File: src/rtl/rxf_pkg.sv
package rxf_pkg;

   typedef enum logic [1:0] {
      KIND_UCAST = 2'd0,
      KIND_MCAST = 2'd1,
      KIND_BCAST = 2'd2
   } addr_kind_e;

endpackage

File: src/rtl/rxf_byte_collect.sv
module rxf_byte_collect #(
   parameter int BYTES  = 6,
   parameter int BYTE_W = 8,
   parameter int CNT_W  = $clog2(BYTES + 1)
) (
   input  logic                    clk,
   input  logic                    rst_n,
   input  logic                    frame_start,
   input  logic                    byte_valid,
   input  logic [BYTE_W-1:0]       byte_data,
   output logic                    take,
   output logic                    last,
   output logic [BYTES*BYTE_W-1:0] addr_next
);

   logic [CNT_W-1:0] cnt_q;
   logic [CNT_W-1:0] cnt_eff;
   logic [CNT_W-1:0] cnt_d;

   assign cnt_eff = frame_start ? '0 : cnt_q;
   assign take    = byte_valid && (cnt_eff < CNT_W'(BYTES));
   assign last    = take && (cnt_eff == CNT_W'(BYTES - 1));
   assign cnt_d   = take ? cnt_eff + CNT_W'(1) : cnt_eff;

   always_ff @(posedge clk or negedge rst_n) begin
      if (!rst_n) cnt_q <= '0;
      else        cnt_q <= cnt_d;
   end

   for (genvar k = 0; k < BYTES; k++) begin : g_lane
      logic [BYTE_W-1:0] lane_q;
      logic              wr;
      assign wr = take && (cnt_eff == CNT_W'(k));
      assign addr_next[k*BYTE_W +: BYTE_W] = wr ? byte_data : lane_q;
      always_ff @(posedge clk or negedge rst_n) begin
         if (!rst_n)  lane_q <= '0;
         else if (wr) lane_q <= byte_data;
      end
   end

   a_r11_count_bound: assert property (@(posedge clk) disable iff (!rst_n)
      cnt_q <= CNT_W'(BYTES));

   a_r10_merged_start: assert property (@(posedge clk) disable iff (!rst_n)
      (frame_start && byte_valid) |=> (cnt_q == CNT_W'(1)));

   a_r11_no_take_when_full: assert property (@(posedge clk) disable iff (!rst_n)
      (!frame_start && cnt_q == CNT_W'(BYTES)) |-> !take);

endmodule

File: src/rtl/rxf_crc_step.sv
module rxf_crc_step #(
   parameter int               CRC_W     = 32,
   parameter int               DATA_W    = 8,
   parameter logic [CRC_W-1:0] POLY      = 32'h04C11DB7,
   parameter bit               LSB_FIRST = 1'b1
) (
   input  logic [CRC_W-1:0]  crc_in,
   input  logic [DATA_W-1:0] data,
   output logic [CRC_W-1:0]  crc_out
);

   logic [CRC_W-1:0] chain [DATA_W+1];

   assign chain[0] = crc_in;

   for (genvar i = 0; i < DATA_W; i++) begin : g_bit
      logic din;
      if (LSB_FIRST) begin : g_lsb
         assign din = data[i];
      end else begin : g_msb
         assign din = data[DATA_W-1-i];
      end
      logic fb;
      assign fb = chain[i][CRC_W-1] ^ din;
      assign chain[i+1] = {chain[i][CRC_W-2:0], 1'b0} ^ (fb ? POLY : '0);
   end

   assign crc_out = chain[DATA_W];

endmodule

File: src/rtl/rxf_hash_unit.sv
module rxf_hash_unit #(
   parameter int               CRC_W     = 32,
   parameter int               BYTE_W    = 8,
   parameter int               HASH_BITS = 6,
   parameter logic [CRC_W-1:0] POLY      = 32'h04C11DB7,
   parameter logic [CRC_W-1:0] INIT      = '1,
   parameter bit               LSB_FIRST = 1'b1
) (
   input  logic                 clk,
   input  logic                 rst_n,
   input  logic                 frame_start,
   input  logic                 take,
   input  logic [BYTE_W-1:0]    byte_data,
   output logic [HASH_BITS-1:0] sel_next
);

   logic [CRC_W-1:0] crc_q;
   logic [CRC_W-1:0] crc_base;
   logic [CRC_W-1:0] crc_stepped;

   assign crc_base = frame_start ? INIT : crc_q;

   rxf_crc_step #(
      .CRC_W     (CRC_W),
      .DATA_W    (BYTE_W),
      .POLY      (POLY),
      .LSB_FIRST (LSB_FIRST)
   ) u_step (
      .crc_in  (crc_base),
      .data    (byte_data),
      .crc_out (crc_stepped)
   );

   always_ff @(posedge clk or negedge rst_n) begin
      if (!rst_n) crc_q <= INIT;
      else        crc_q <= take ? crc_stepped : crc_base;
   end

   assign sel_next = crc_stepped[CRC_W-1 -: HASH_BITS];

   a_r10_crc_preset: assert property (@(posedge clk) disable iff (!rst_n)
      (frame_start && !take) |=> (crc_q == INIT));

   a_r11_crc_hold: assert property (@(posedge clk) disable iff (!rst_n)
      (!frame_start && !take) |=> $stable(crc_q));

endmodule

File: src/rtl/rxf_decide.sv
module rxf_decide
   import rxf_pkg::*;
#(
   parameter int ADDR_W    = 48,
   parameter int HASH_BITS = 6,
   parameter int FILT_W    = 1 << HASH_BITS
) (
   input  logic [ADDR_W-1:0]    addr,
   input  logic [HASH_BITS-1:0] sel,
   input  logic [ADDR_W-1:0]    node_addr,
   input  logic [FILT_W-1:0]    hash_filter,
   input  logic                 promisc,
   input  logic                 bcast_off,
   output addr_kind_e           kind,
   output logic                 accept
);

   logic hit;

   always_comb begin
      if (&addr)        kind = KIND_BCAST;
      else if (addr[0]) kind = KIND_MCAST;
      else              kind = KIND_UCAST;
   end

   always_comb begin
      unique case (kind)
         KIND_BCAST: hit = !bcast_off;
         KIND_MCAST: hit = hash_filter[sel];
         default:    hit = (addr == node_addr);
      endcase
   end

   assign accept = promisc | hit;

endmodule

File: src/rtl/rx_addr_filter.sv
module rx_addr_filter
   import rxf_pkg::*;
#(
   parameter int                 BYTE_W     = 8,
   parameter int                 ADDR_BYTES = 6,
   parameter int                 CRC_W      = 32,
   parameter logic [CRC_W-1:0]   CRC_POLY   = 32'h04C11DB7,
   parameter logic [CRC_W-1:0]   CRC_INIT   = '1,
   parameter int                 HASH_BITS  = 6,
   parameter bit                 LSB_FIRST  = 1'b1,
   localparam int                ADDR_W     = ADDR_BYTES * BYTE_W,
   localparam int                FILT_W     = 1 << HASH_BITS
) (
   input  logic              clk,
   input  logic              rst_n,
   input  logic              frame_start,
   input  logic              byte_valid,
   input  logic [BYTE_W-1:0] byte_data,
   input  logic [ADDR_W-1:0] node_addr,
   input  logic [FILT_W-1:0] hash_filter,
   input  logic              promisc,
   input  logic              bcast_off,
   output logic              res_valid,
   output logic              res_accept
);

   localparam int CNT_W = $clog2(ADDR_BYTES + 1);

   if (HASH_BITS < 1 || HASH_BITS > CRC_W) begin : g_bad_hash
      $error("HASH_BITS must lie between 1 and CRC_W");
   end
   if (ADDR_BYTES < 2) begin : g_bad_bytes
      $error("ADDR_BYTES must be at least 2");
   end
   if (CRC_W < 2) begin : g_bad_crc
      $error("CRC_W must be at least 2");
   end

   logic                 take;
   logic                 last;
   logic [ADDR_W-1:0]    addr_next;
   logic [HASH_BITS-1:0] sel_next;
   addr_kind_e           kind;
   logic                 accept;

   rxf_byte_collect #(
      .BYTES  (ADDR_BYTES),
      .BYTE_W (BYTE_W),
      .CNT_W  (CNT_W)
   ) u_collect (
      .clk         (clk),
      .rst_n       (rst_n),
      .frame_start (frame_start),
      .byte_valid  (byte_valid),
      .byte_data   (byte_data),
      .take        (take),
      .last        (last),
      .addr_next   (addr_next)
   );

   rxf_hash_unit #(
      .CRC_W     (CRC_W),
      .BYTE_W    (BYTE_W),
      .HASH_BITS (HASH_BITS),
      .POLY      (CRC_POLY),
      .INIT      (CRC_INIT),
      .LSB_FIRST (LSB_FIRST)
   ) u_hash (
      .clk         (clk),
      .rst_n       (rst_n),
      .frame_start (frame_start),
      .take        (take),
      .byte_data   (byte_data),
      .sel_next    (sel_next)
   );

   rxf_decide #(
      .ADDR_W    (ADDR_W),
      .HASH_BITS (HASH_BITS),
      .FILT_W    (FILT_W)
   ) u_decide (
      .addr        (addr_next),
      .sel         (sel_next),
      .node_addr   (node_addr),
      .hash_filter (hash_filter),
      .promisc     (promisc),
      .bcast_off   (bcast_off),
      .kind        (kind),
      .accept      (accept)
   );

   always_ff @(posedge clk or negedge rst_n) begin
      if (!rst_n) begin
         res_valid  <= 1'b0;
         res_accept <= 1'b0;
      end else begin
         res_valid  <= last;
         res_accept <= last && accept;
      end
   end

   a_r9_single_pulse: assert property (@(posedge clk) disable iff (!rst_n)
      res_valid |=> !res_valid);

   a_r9_accept_gated: assert property (@(posedge clk) disable iff (!rst_n)
      !res_valid |-> !res_accept);

   a_r8_promisc: assert property (@(posedge clk) disable iff (!rst_n)
      (last && promisc) |=> res_accept);

   a_r5_bcast_reject: assert property (@(posedge clk) disable iff (!rst_n)
      (last && kind == KIND_BCAST && bcast_off && !promisc) |=> !res_accept);

   a_r7_zero_filter: assert property (@(posedge clk) disable iff (!rst_n)
      (last && kind == KIND_MCAST && hash_filter == '0 && !promisc) |=> !res_accept);

   a_r2_node_match: assert property (@(posedge clk) disable iff (!rst_n)
      (last && kind == KIND_UCAST && addr_next == node_addr) |=> res_accept);

endmodule

File: config.mk
export PLATFORM = sky130hd
export DESIGN_NAME = rx_addr_filter
export DESIGN_NICKNAME = d
export VERILOG_FILES = /design/src/rtl/rxf_pkg.sv /design/src/rtl/rxf_byte_collect.sv /design/src/rtl/rxf_crc_step.sv /design/src/rtl/rxf_hash_unit.sv /design/src/rtl/rxf_decide.sv /design/src/rtl/rx_addr_filter.sv
export SDC_FILE = /design/constraint.sdc
export NUM_CORES = 1
export LEC_CHECK = 0
export BUFFER_PORTS_ARGS = -buffer_cell sky130_fd_sc_hd__buf_2
export CAP_MARGIN = 0
export CORE_ASPECT_RATIO = 0.7
export CORE_UTILIZATION = 59
export CTS_CLUSTER_SIZE = 40
export DETAILED_ROUTE_END_ITERATION = 10
export PLACE_DENSITY = 0.86
export SYNTH_ARGS = -nofsm -noshare
export SYNTH_HDL_FRONTEND = slang
export SYNTH_HIERARCHICAL = 1
export SYNTH_SLANG_ARGS = --single-unit
File: constraint.sdc
create_clock -name clk -period 5.22 [get_ports clk]
set_input_delay 0 -clock clk [delete_from_list [all_inputs] [get_ports clk]]
set_output_delay 0 -clock clk [all_outputs]
set_load 0.01 [all_outputs]
==> flow_summary_export.csv, run 1 <==
group,metric,value,unit
routing,wl_per_cell,20.06,µm
die,die_h,83.65,µm
power_and_ir_drop,switchingPower,0.001322,W
critical_path,worstPathRequired,5.45,ns
placement,hpwl,10.28,mm
timing,hold_violations,0,
critical_path,start_kind,"register",
timing,post-route-period-util,75.14,%
die,initial_utilization,61.45,%
routing,vias_per_cell,5.857,
layout,final_util,73.08,%
grt,grt_pass1_vias,4040,
synthesis,avgSynthCellArea,13.32,µm²
placement,placement.io_buffers,127,
timing,slew_headroom,30.68,%
routing,drtPass1Iterations,6,
power_and_ir_drop,pwr-share-comb,58.2,%
clock_network,cts-resized-gates,0,
routing,postRouteAntennaNets,0,
synthesis,synth_cell_types,46,
die,die_w,118.6,µm
timing,finClkSkew,0.005177,ns
clock_network,clockBufferDepth,2,
critical_path,critPathKind,"reg2reg",
timing,drv_slew,0,
power_and_ir_drop,total_power,0.003946,W
timing,fin_setup_tns,0,ns
worst_hold_path,min_from,"frame_start",
die,core-area,0.009144,mm²
layout,area_delta_synth_final,18.93,%
synthesis,synth_top_cell_area_share,23.60,%
die,die_area,0.009925,mm²
synthesis,seq_area_frac_synth,38.57,%
power_and_ir_drop,swShare,33.50,%
power_and_ir_drop,p_leak,2.890,nW
routing,dr_total_vias,3977,
grt,grt_pass1_wl,21.53,mm
synthesis,synthFlopType,"dfrtp_1",
critical_path,r2r-end,"res_accept$_DFF_PN0_",
grt,antenna_found_initial,0,
layout,drive_gt1_share,51.89,%
timing,fin_crit,3.922,ns
die,io_pins,128,
clock_network,insertion_delay,0.34,ns
power_and_ir_drop,ir_drop,0.0002742,V
die,rows,29,
placement,dpl_worst_slack,1.333,ns
grt,grt_max_degree,86,
grt,grt.total_usage,28.99,%
timing,setup_slack,1.298,ns
synthesis,netlist_instances,422,
routing,route.detailed.drc,0,
synthesis,yosysMostFrequentCell,"mux2_2",
worst_hold_path,hold_end,"u_collect/cnt_q[2]$_DFF_PN0_",
critical_path,critical_path.reg2reg.startpoint,"u_hash/crc_q[24]$_DFF_PN1_",
clock_network,clkSlewWorstSetupHoldPaths,0.06,ns
power_and_ir_drop,sequentialPowerShare,25.8,%
clock_network,ctsHtreeMaxLevel,3,
synthesis,synth_top_cell_by_area,"dfrtp_1",
critical_path,critPathArrivalTime,4.15,ns
placement,gp_congestion,0.9468,
grt,grt_overflow,0,
synthesis,yosysWarnings,6,
timing,rsz0062_at_grt,"false",
flow_run,cap_violations,0,
timing,setup_violations,0,
layout,n_antenna_cell,0,
routing,drtIter0Drc,265,
timing,max_slew.worst_pin.slew,1.040,ns
power_and_ir_drop,p_clk_share,16.1,%
critical_path,r2r_cells,10,
critical_path,cp_max_fo,18,
clock_network,cts_sinks,85,
synthesis,synth_edf_count,0,
synthesis,async_reset_ff_share,100.0,%
synthesis,synthesis.area,0.005619,mm²
synthesis,syn_nets,548,
worst_hold_path,hold_depth,2,
critical_path,worst_setup_path_end_kind,"register",
clock_network,cts_buffers,9,
power_and_ir_drop,powerDensity,590.4,mW/mm²
timing,fmax,255.0,MHz
status,status,"completed",
clock_network,root_buffer,"clkbuf_16",
synthesis,synth_common_cells,"mux2_2 (82), xnor2_1 (80), dfrtp_1 (53)",
synthesis,ys_ff_latch,85,
clock_network,cts_tree,"done",
worst_hold_path,hold_class,"in2reg",
synthesis,synth_area_leaders,"dfrtp_1 (24%), mux2_2 (16%), dfstp_2 (15%)",
power_and_ir_drop,p_int,0.002624,W
layout,layout.nets,676,
critical_path,rrSetupSlack,1.30,ns
routing,routed_wirelength,13.62,mm
state kept, by name (all words and copies together), names as in the netlist:
signal and flops:
u_collect/cnt_q 3, res_accept 1, u_collect/g_lane.lane_q 48, res_valid 1, u_hash/crc_q 32
per-stage QoR:
step                      std cells  cell area [µm²]  hold slack [ns]
after CTS                       679             6683          0.05836
after global routing            679             6683           0.1075
after detailed placement        660             6354           0.2589
after floorplan                 422             5619          -0.2956
final                           679             6683          0.07712
after global placement          660             6354           0.2393
cells by family (layout without fill, tap and decap cells):
logic type / after synthesis / in the layout / share of synthesized area [%]
xor gates and xnor gates: 112 / 112 / 23.85
buffers and inverters: 24 / 157 / 2.338
and+or+nand+nor: 83 / 83 / 9.129
muxes: 104 / 104 / 24.09
DFF: 85 / 85 / 38.57
AOI/OAI and AO/OA: 14 / 14 / 2.026
routing by layer:
metal | wire, µm | GRT usage, % | up-vias
met4 | 245 | 6.329 | 0
li1 | - | - | 1790
met3 | 1311 | 8.880 | 27
met2 | 6078 | 44.28 | 226
met5 | 0 | 0 | -
met1 | 5986 | 40.89 | 1934
critical path, cell delays in order (launching register included):
cell and delay, ns:
dfstp_2 0.36, or2_1 0.27, xnor2_2 0.55, xnor3_1 0.39
xnor2_2 0.17, buf_4 0.28, mux4_1 0.60, mux4_2 0.49
a2111oi_1 0.44, o211ai_1 0.11, and2_1 0.16
worst max path at each step:
stage / startpoint / to / slack (ns)
CTS: u_hash/crc_q[24]$_DFF_PN1_ / res_accept$_DFF_PN0_ / 1.30
finish: u_hash/crc_q[24]$_DFF_PN1_ / res_accept$_DFF_PN0_ / 1.30
global placement: u_hash/crc_q[24]$_DFF_PN1_ / res_accept$_DFF_PN0_ / 1.40
floorplan: u_hash/crc_q[28]$_DFF_PN1_ / res_accept$_DFF_PN0_ / 1.75
global route: u_hash/crc_q[24]$_DFF_PN1_ / res_accept$_DFF_PN0_ / 1.11
detailed placement: u_hash/crc_q[24]$_DFF_PN1_ / res_accept$_DFF_PN0_ / 1.33
layout by cell type, fill, tap and decap left out, types with 3 or more instances in the layout:
master           n
xor2_1           4
nand3b_1         3
xnor2_4          3
dfrtp_1         53
mux2_2          82
nor4_1           6
buf_4            6
xnor2_1         79
or2_1           30
nand2_1          4
nor2_1           3
clkbuf_16        9
buf_2          126
dfstp_2         32
mux4_1           6
mux2i_1          7
xnor3_1         13
nand4_1         25
inv_1            6
mux4_2           9
xor3_1           3
dlygate4sd3_1    3
xnor2_2          9
power by group through the flow:
stage	Sequential [W]	Combinational (W)	Clock, W
detailed placement	0.00103	0.00226	0
floorplan	0.00100	0.00187	0
global route	0.00104	0.00245	0.000665
finish	0.00102	0.00230	0.000634
CTS	0.00102	0.00229	0.000643
global placement	0.00101	0.00220	0
what timing repair did:
| item | 4_1_cts | 5_1_grt |
|---|---|---|
| hold buffers | 3 | 0 |
| endpoints found under the hold margin | 55 | 0 |
| setup buffers | 0 | 0 |
final cells by class:
type	instances	area [µm²]
clock buffers	10	239.0
clock inverters	6	60.06
fillers	616	2461
inverters	6	22.52
multi-input cells	313	3333
flip-flops and latches	85	2167
well taps	124	155.1
repair buffers	135	705.7
Note: power is estimated with default switching activity, not from simulation.
==> run 2, diff against run 1 <==
- CORE_UTILIZATION: 59 -> 50
- PLACE_DENSITY: 0.86 -> 0.78
- clock period: 5.22 -> 3.36 ns (I/O delays scaled with it)
==> run 2 against run 1 <==
Effect of this change: fmax is 19% higher; cell area grew 2.8%; register-to-register slack got worse by 1.2 ns; largest power group unchanged.
==> flow_summary_export.csv, run 2 (synthesis gave the netlist of run 1 again) <==
group,metric,value,unit
status,status,"completed",
routing,drtPass1Iterations,5,
critical_path,worst_setup_path_end_kind,"register",
routing,drt-met1-wl,6.340,mm
power_and_ir_drop,powerDensity,934.5,mW/mm²
clock_network,cts_tree,"done",
critical_path,start_kind,"register",
die,die_h,90.70,µm
layout,register_area,0.002167,mm²
layout,layout_common_cells,"buf_2 (126), mux2_2 (82), xnor2_1 (79), dfrtp_1 (53), dfstp_2 (32)",
die,die_area,0.01167,mm²
timing,post-route-period-util,98.36,%
clock_network,cts_sinks,85,
routing,drtIter0Drc,237,
layout,final_common_cell,"buf_2",
layout,fill_cells,821,
placement,gp_congestion,0.9366,
routing,dr_total_vias,4054,
timing,max_slew.worst_pin.slew,1.076,ns
grt,grt_max_degree,86,
timing,whs,0.1186,ns
grt,antenna_found_initial,0,
placement,dpl_worst_slack,-0.04115,ns
layout,largest_register_ffs,48,
timing,fmax,302.6,MHz
critical_path,critPathArrivalTime,3.53,ns
routing,routed_wirelength,14.26,mm
routing,top_layer,"met4",
critical_path,critPathKind,"reg2reg",
timing,setup_violations,0,
grt,grt.total_usage,25.46,%
routing,postRouteAntennaNets,0,
grt,grt_overflow,0,
routing,routed-wl-met3,1.319,mm
critical_path,worstPathRequired,3.59,ns
routing,wl_per_cell,19.80,µm
worst_hold_path,hold_class,"in2reg",
placement,placement.io_buffers,127,
routing,vias_per_cell,5.631,
timing,slew_headroom,28.23,%
die,rows,31,
routing,wl_met2,6.336,mm
power_and_ir_drop,p_leak,2.962,nW
clock_network,cts_buffers,9,
layout,layout.nets,693,
timing,finClkSkew,0.008982,ns
grt,grt_pass1_wl,22.18,mm
die,initial_utilization,52.87,%
timing,rsz0062_at_grt,"true",
timing,drv_slew,0,
clock_network,clockBufferDepth,2,
timing,hold_violations,0,
placement,hpwl,10.71,mm
clock_network,ctsHtreeMaxLevel,3,
die,io_pins,128,
layout,drive_gt1_share,54.55,%
clock_network,root_buffer,"clkbuf_16",
critical_path,cp_max_fo,7,
timing,fin_setup_tns,0,ns
layout,n_antenna_cell,0,
flow_run,cap_violations,0,
clock_network,insertion_delay,0.34,ns
layout,final_util,64.67,%
placement,place_inst,700,
routing,route.detailed.drc,0,
power_and_ir_drop,ir_drop,0.0005239,V
layout,finalNonFillerCells,720,
die,die_w,128.7,µm
layout,reg.largest.list,"u_collect/g_lane.lane_q (48), u_hash/crc_q (32), u_collect/cnt_q (3)",
layout,multiInputGateArea,0.003353,mm²
timing,setup_slack,0.05517,ns
grt,grt_pass1_vias,4215,
layout,top_register,"u_collect/g_lane.lane_q",
clock_network,clkSlewWorstSetupHoldPaths,0.07,ns
timing,fin_crit,3.305,ns
die,core-area,0.01063,mm²
layout,area_delta_synth_final,22.31,%
-- run 2: metrics by stage --
step | area (µm²) | power [W]
after floorplan | 5627 | 0.004514
after global placement | 6519 | 0.005205
after detailed placement | 6519 | 0.005341
after CTS | 6872 | 0.006445
after global routing | 6873 | 0.006777
final | 6873 | 0.006422
-- run 2: layout make-up --
type	instances	share of cell area [%]
multi-input combinational	313	48.79
sequential	85	31.53
timing repair buffer	152	12.31
clock buffer	10	3.332
tap	148	2.694
clock inverter	6	1.019
inverter	6	0.3277
-- run 2: where the power goes --
| part | internal, W | switching (W) | total (W) |
|---|---|---|---|
| clock network | 0.000582 | 0.000422 | 0.00100 |
| logic | 0.00220 | 0.00164 | 0.00384 |
| registers | 0.00149 | 0.0000850 | 0.00158 |
-- run 2: worst max-delay path: stages, from the launching register on --
cell and delay (ns):
dfstp_2 0.36, or2_2 0.32, xnor2_4 0.15, xnor3_2 0.40, xnor2_2 0.21, buf_12 0.16, mux4_2 0.49, mux4_2 0.55
a2111oi_4 0.30, o211ai_1 0.10, and2_1 0.15
-- run 2: final timing paths --
| path | cells after the start | slack [ns] | startpoint | to |
|---|---|---|---|---|
| setup / recovery | 10 | 0.06 | u_hash/crc_q[30]$_DFF_PN1_ | res_accept$_DFF_PN0_ |
| hold / removal | 2 | 0.12 | byte_data[6] | u_collect/g_lane[5].lane_q[6]$_DFF_PN0_ |
| setup reg to reg | 10 | 0.06 | u_hash/crc_q[30]$_DFF_PN1_ | res_accept$_DFF_PN0_ |
| hold reg to reg | 1 | 0.53 | u_collect/g_lane[2].lane_q[2]$_DFF_PN0_ | u_collect/g_lane[2].lane_q[2]$_DFF_PN0_ |
| max in group asynchronous | 2 | 2.27 | rst_n | u_collect/g_lane[1].lane_q[3]$_DFF_PN0_ |
| min in group asynchronous | 2 | 0.41 | rst_n | u_collect/g_lane[2].lane_q[3]$_DFF_PN0_ |
-- run 2: what timing repair did --
item                                   in CTS  in global routing
endpoints found under the hold margin      55                  0
setup endpoints to repair                   1                  1
cloned                                      0                  0
pin swaps                                   2                  3
setup buffers                               1                  0
hold buffers                                3                  0
resized for setup                           3                  1
-- run 2: layer usage --
| layer | up-vias | track usage (%) |
|---|---|---|
| met5 | - | 0 |
| met4 | 0 | 7.549 |
| met3 | 22 | 6.754 |
| met2 | 202 | 38.83 |
| met1 | 2014 | 35.45 |
| li1 | 1816 | - |
==> run 3, diff against run 2 <==
- CORE_MARGIN: unset -> 2
==> run 3 against run 2 <==
Effect of this change: combinational power grew 2%; the flow now finishes with violations (setup timing); clock power barely moved; global-route usage down 1.6 points; first-iteration DRC count is 29% higher; setup slack worse by 0.079 ns.
==> flow_summary_export.csv, run 3 (synthesis gave the netlist of run 1 again) <==
group,metric,value,unit
timing,max_slew.worst_pin.slew,1.049,ns
placement,placement.io_buffers,127,
critical_path,worstPathRequired,3.59,ns
timing,setup_violations,1,
timing,fin_crit,3.384,ns
worst_hold_path,hold_end,"u_collect/cnt_q[2]$_DFF_PN0_",
grt,grt_max_degree,86,
critical_path,critPathKind,"reg2reg",
routing,postRouteAntennaNets,0,
routing,dr_total_vias,3943,
routing,drtIter0Drc,306,
clock_network,insertion_delay,0.34,ns
critical_path,start_kind,"register",
layout,layout.nets,696,
timing,setup_slack,-0.02368,ns
timing,finClkSkew,0.004540,ns
layout,fill_cells,884,
critical_path,critical_path.reg2reg.startpoint,"u_hash/crc_q[28]$_DFF_PN1_",
clock_network,clockBufferDepth,2,
placement,hpwl,10.61,mm
worst_hold_path,hold_class,"in2reg",
die,core-area,0.01097,mm²
status,status,"complete, but fails checks",
clock_network,cts_sinks,85,
routing,routed_wirelength,14.01,mm
timing,fin_setup_tns,-0.02368,ns
clock_network,root_buffer,"clkbuf_16",
critical_path,cp_max_fo,6,
power_and_ir_drop,p_leak,2.980,nW
critical_path,rrSetupSlack,-0.02,ns
critical_path,worst_setup_path_end_kind,"register",
die,die_h,92.70,µm
power_and_ir_drop,powerDensity,935.4,mW/mm²
layout,largest_register_ffs,48,
die,rows,32,
routing,drtPass1Iterations,4,
timing,rsz0062_at_grt,"true",
critical_path,critPathArrivalTime,3.62,ns
routing,wl_per_cell,19.25,µm
layout,top_register,"u_collect/g_lane.lane_q",
clock_network,cts_tree,"done",
worst_hold_path,hold_depth,3,
timing,post-route-period-util,100.7,%
grt,grt_overflow,0,
layout,area_delta_synth_final,23.18,%
die,die_w,130.7,µm
routing,vias_per_cell,5.416,
layout,layout_common_cells,"buf_2 (126), mux2_2 (82), xnor2_1 (79), dfrtp_1 (53), dfstp_2 (32)",
layout,final_common_cell,"buf_2",
power_and_ir_drop,ir_drop,0.0004629,V
routing,route.detailed.drc,0,
die,die_area,0.01212,mm²
grt,gr-max-usage-layer,"met2",
grt,grt.total_usage,23.83,%
grt,grt_pass1_vias,4017,
critical_path,r2r-end,"res_accept$_DFF_PN0_",
layout,reg.largest.list,"u_collect/g_lane.lane_q (48), u_hash/crc_q (32), u_collect/cnt_q (3)",
grt,grtUsageMet3,6.990,%
grt,grt_util_met1,34.39,%
critical_path,r2r_cells,10,
layout,n_antenna_cell,0,
die,initial_utilization,51.22,%
placement,gp_congestion,0.9078,
layout,final_util,63.09,%
clock_network,ctsHtreeMaxLevel,3,
clock_network,clkSlewWorstSetupHoldPaths,0.06,ns
timing,hold_violations,0,
grt,met2_usage,36.15,%
grt,antenna_found_initial,0,
die,io_pins,128,
layout,drive_gt1_share,54.96,%
timing,fmax,295.5,MHz
status,violations,"setup timing",
timing,drv_slew,0,
flow_run,cap_violations,0,
worst_hold_path,min_from,"frame_start",
grt,grt_pass1_wl,21.38,mm
clock_network,cts_buffers,9,
placement,place_inst,708,
timing,slew_headroom,30.04,%
layout,finalNonFillerCells,728,
## run 3: layout make-up
cell class              instances  area (µm²)  area share, %
clock buffers                  10       229.0          3.308
clock inverters                 6       71.32          1.030
inverters                       6       22.52         0.3254
multi-input cells             313        3372          48.72
flip-flops and latches         85        2167          31.31
well taps                     153       191.4          2.766
repair buffers                155       868.3          12.55
## run 3: power breakdown
part           internal, W  switching [W]
logic              0.00223        0.00166
clock network     0.000582       0.000414
registers          0.00149      0.0000873
total              0.00431        0.00216
## run 3: critical path: stages, from the launching register on
cell	delay, ns
dfstp_2	0.36
or2_4	0.25
xnor2_4	0.18
xnor3_2	0.50
xnor2_4	0.19
buf_12	0.15
mux4_2	0.50
mux4_2	0.53
a2111oi_4	0.34
o211ai_1	0.13
and2_1	0.16
## run 3: what timing repair did
action                                 CTS  global route
hold buffers                             3             0
buffers inserted                         0             1
setup endpoints to repair                1             1
resized for setup                        2             5
pin swaps                                1             2
endpoints found under the hold margin   55             0
## run 3: worst max-delay path by stage
stage	to	cells after the start	start	slack, ns
finish	res_accept$_DFF_PN0_	10	u_hash/crc_q[28]$_DFF_PN1_	-0.02
global route	res_accept$_DFF_PN0_	10	u_hash/crc_q[27]$_DFF_PN1_	-0.1
floorplan	res_accept$_DFF_PN0_	10	u_hash/crc_q[24]$_DFF_PN1_	-0.01
detailed placement	res_accept$_DFF_PN0_	10	u_hash/crc_q[24]$_DFF_PN1_	-0.06
global placement	res_accept$_DFF_PN0_	10	u_hash/crc_q[30]$_DFF_PN1_	-0.005
CTS	res_accept$_DFF_PN0_	10	u_hash/crc_q[24]$_DFF_PN1_	-0.06
## run 3: metrics by stage
step,instance area (µm²),setup slack (ns),power [W],hold slack (ns)
2_1_floorplan,5627,-0.01206,0.004514,-0.2956
3_3_place_gp,6548,-0.004905,0.005222,0.2547
3_5_place_dp,6548,-0.05601,0.005351,0.2548
4_1_cts,6892,-0.06105,0.006438,0.08668
5_1_grt,6922,-0.09795,0.006843,0.1241
6_report,6922,-0.02368,0.006475,0.1031
## run 3: metal layers
metal	vias to the layer above	part of all wire (%)
met5	-	0
met4	0	0.89
met3	13	11
met2	190	44
met1	1922	44
li1	1818	-
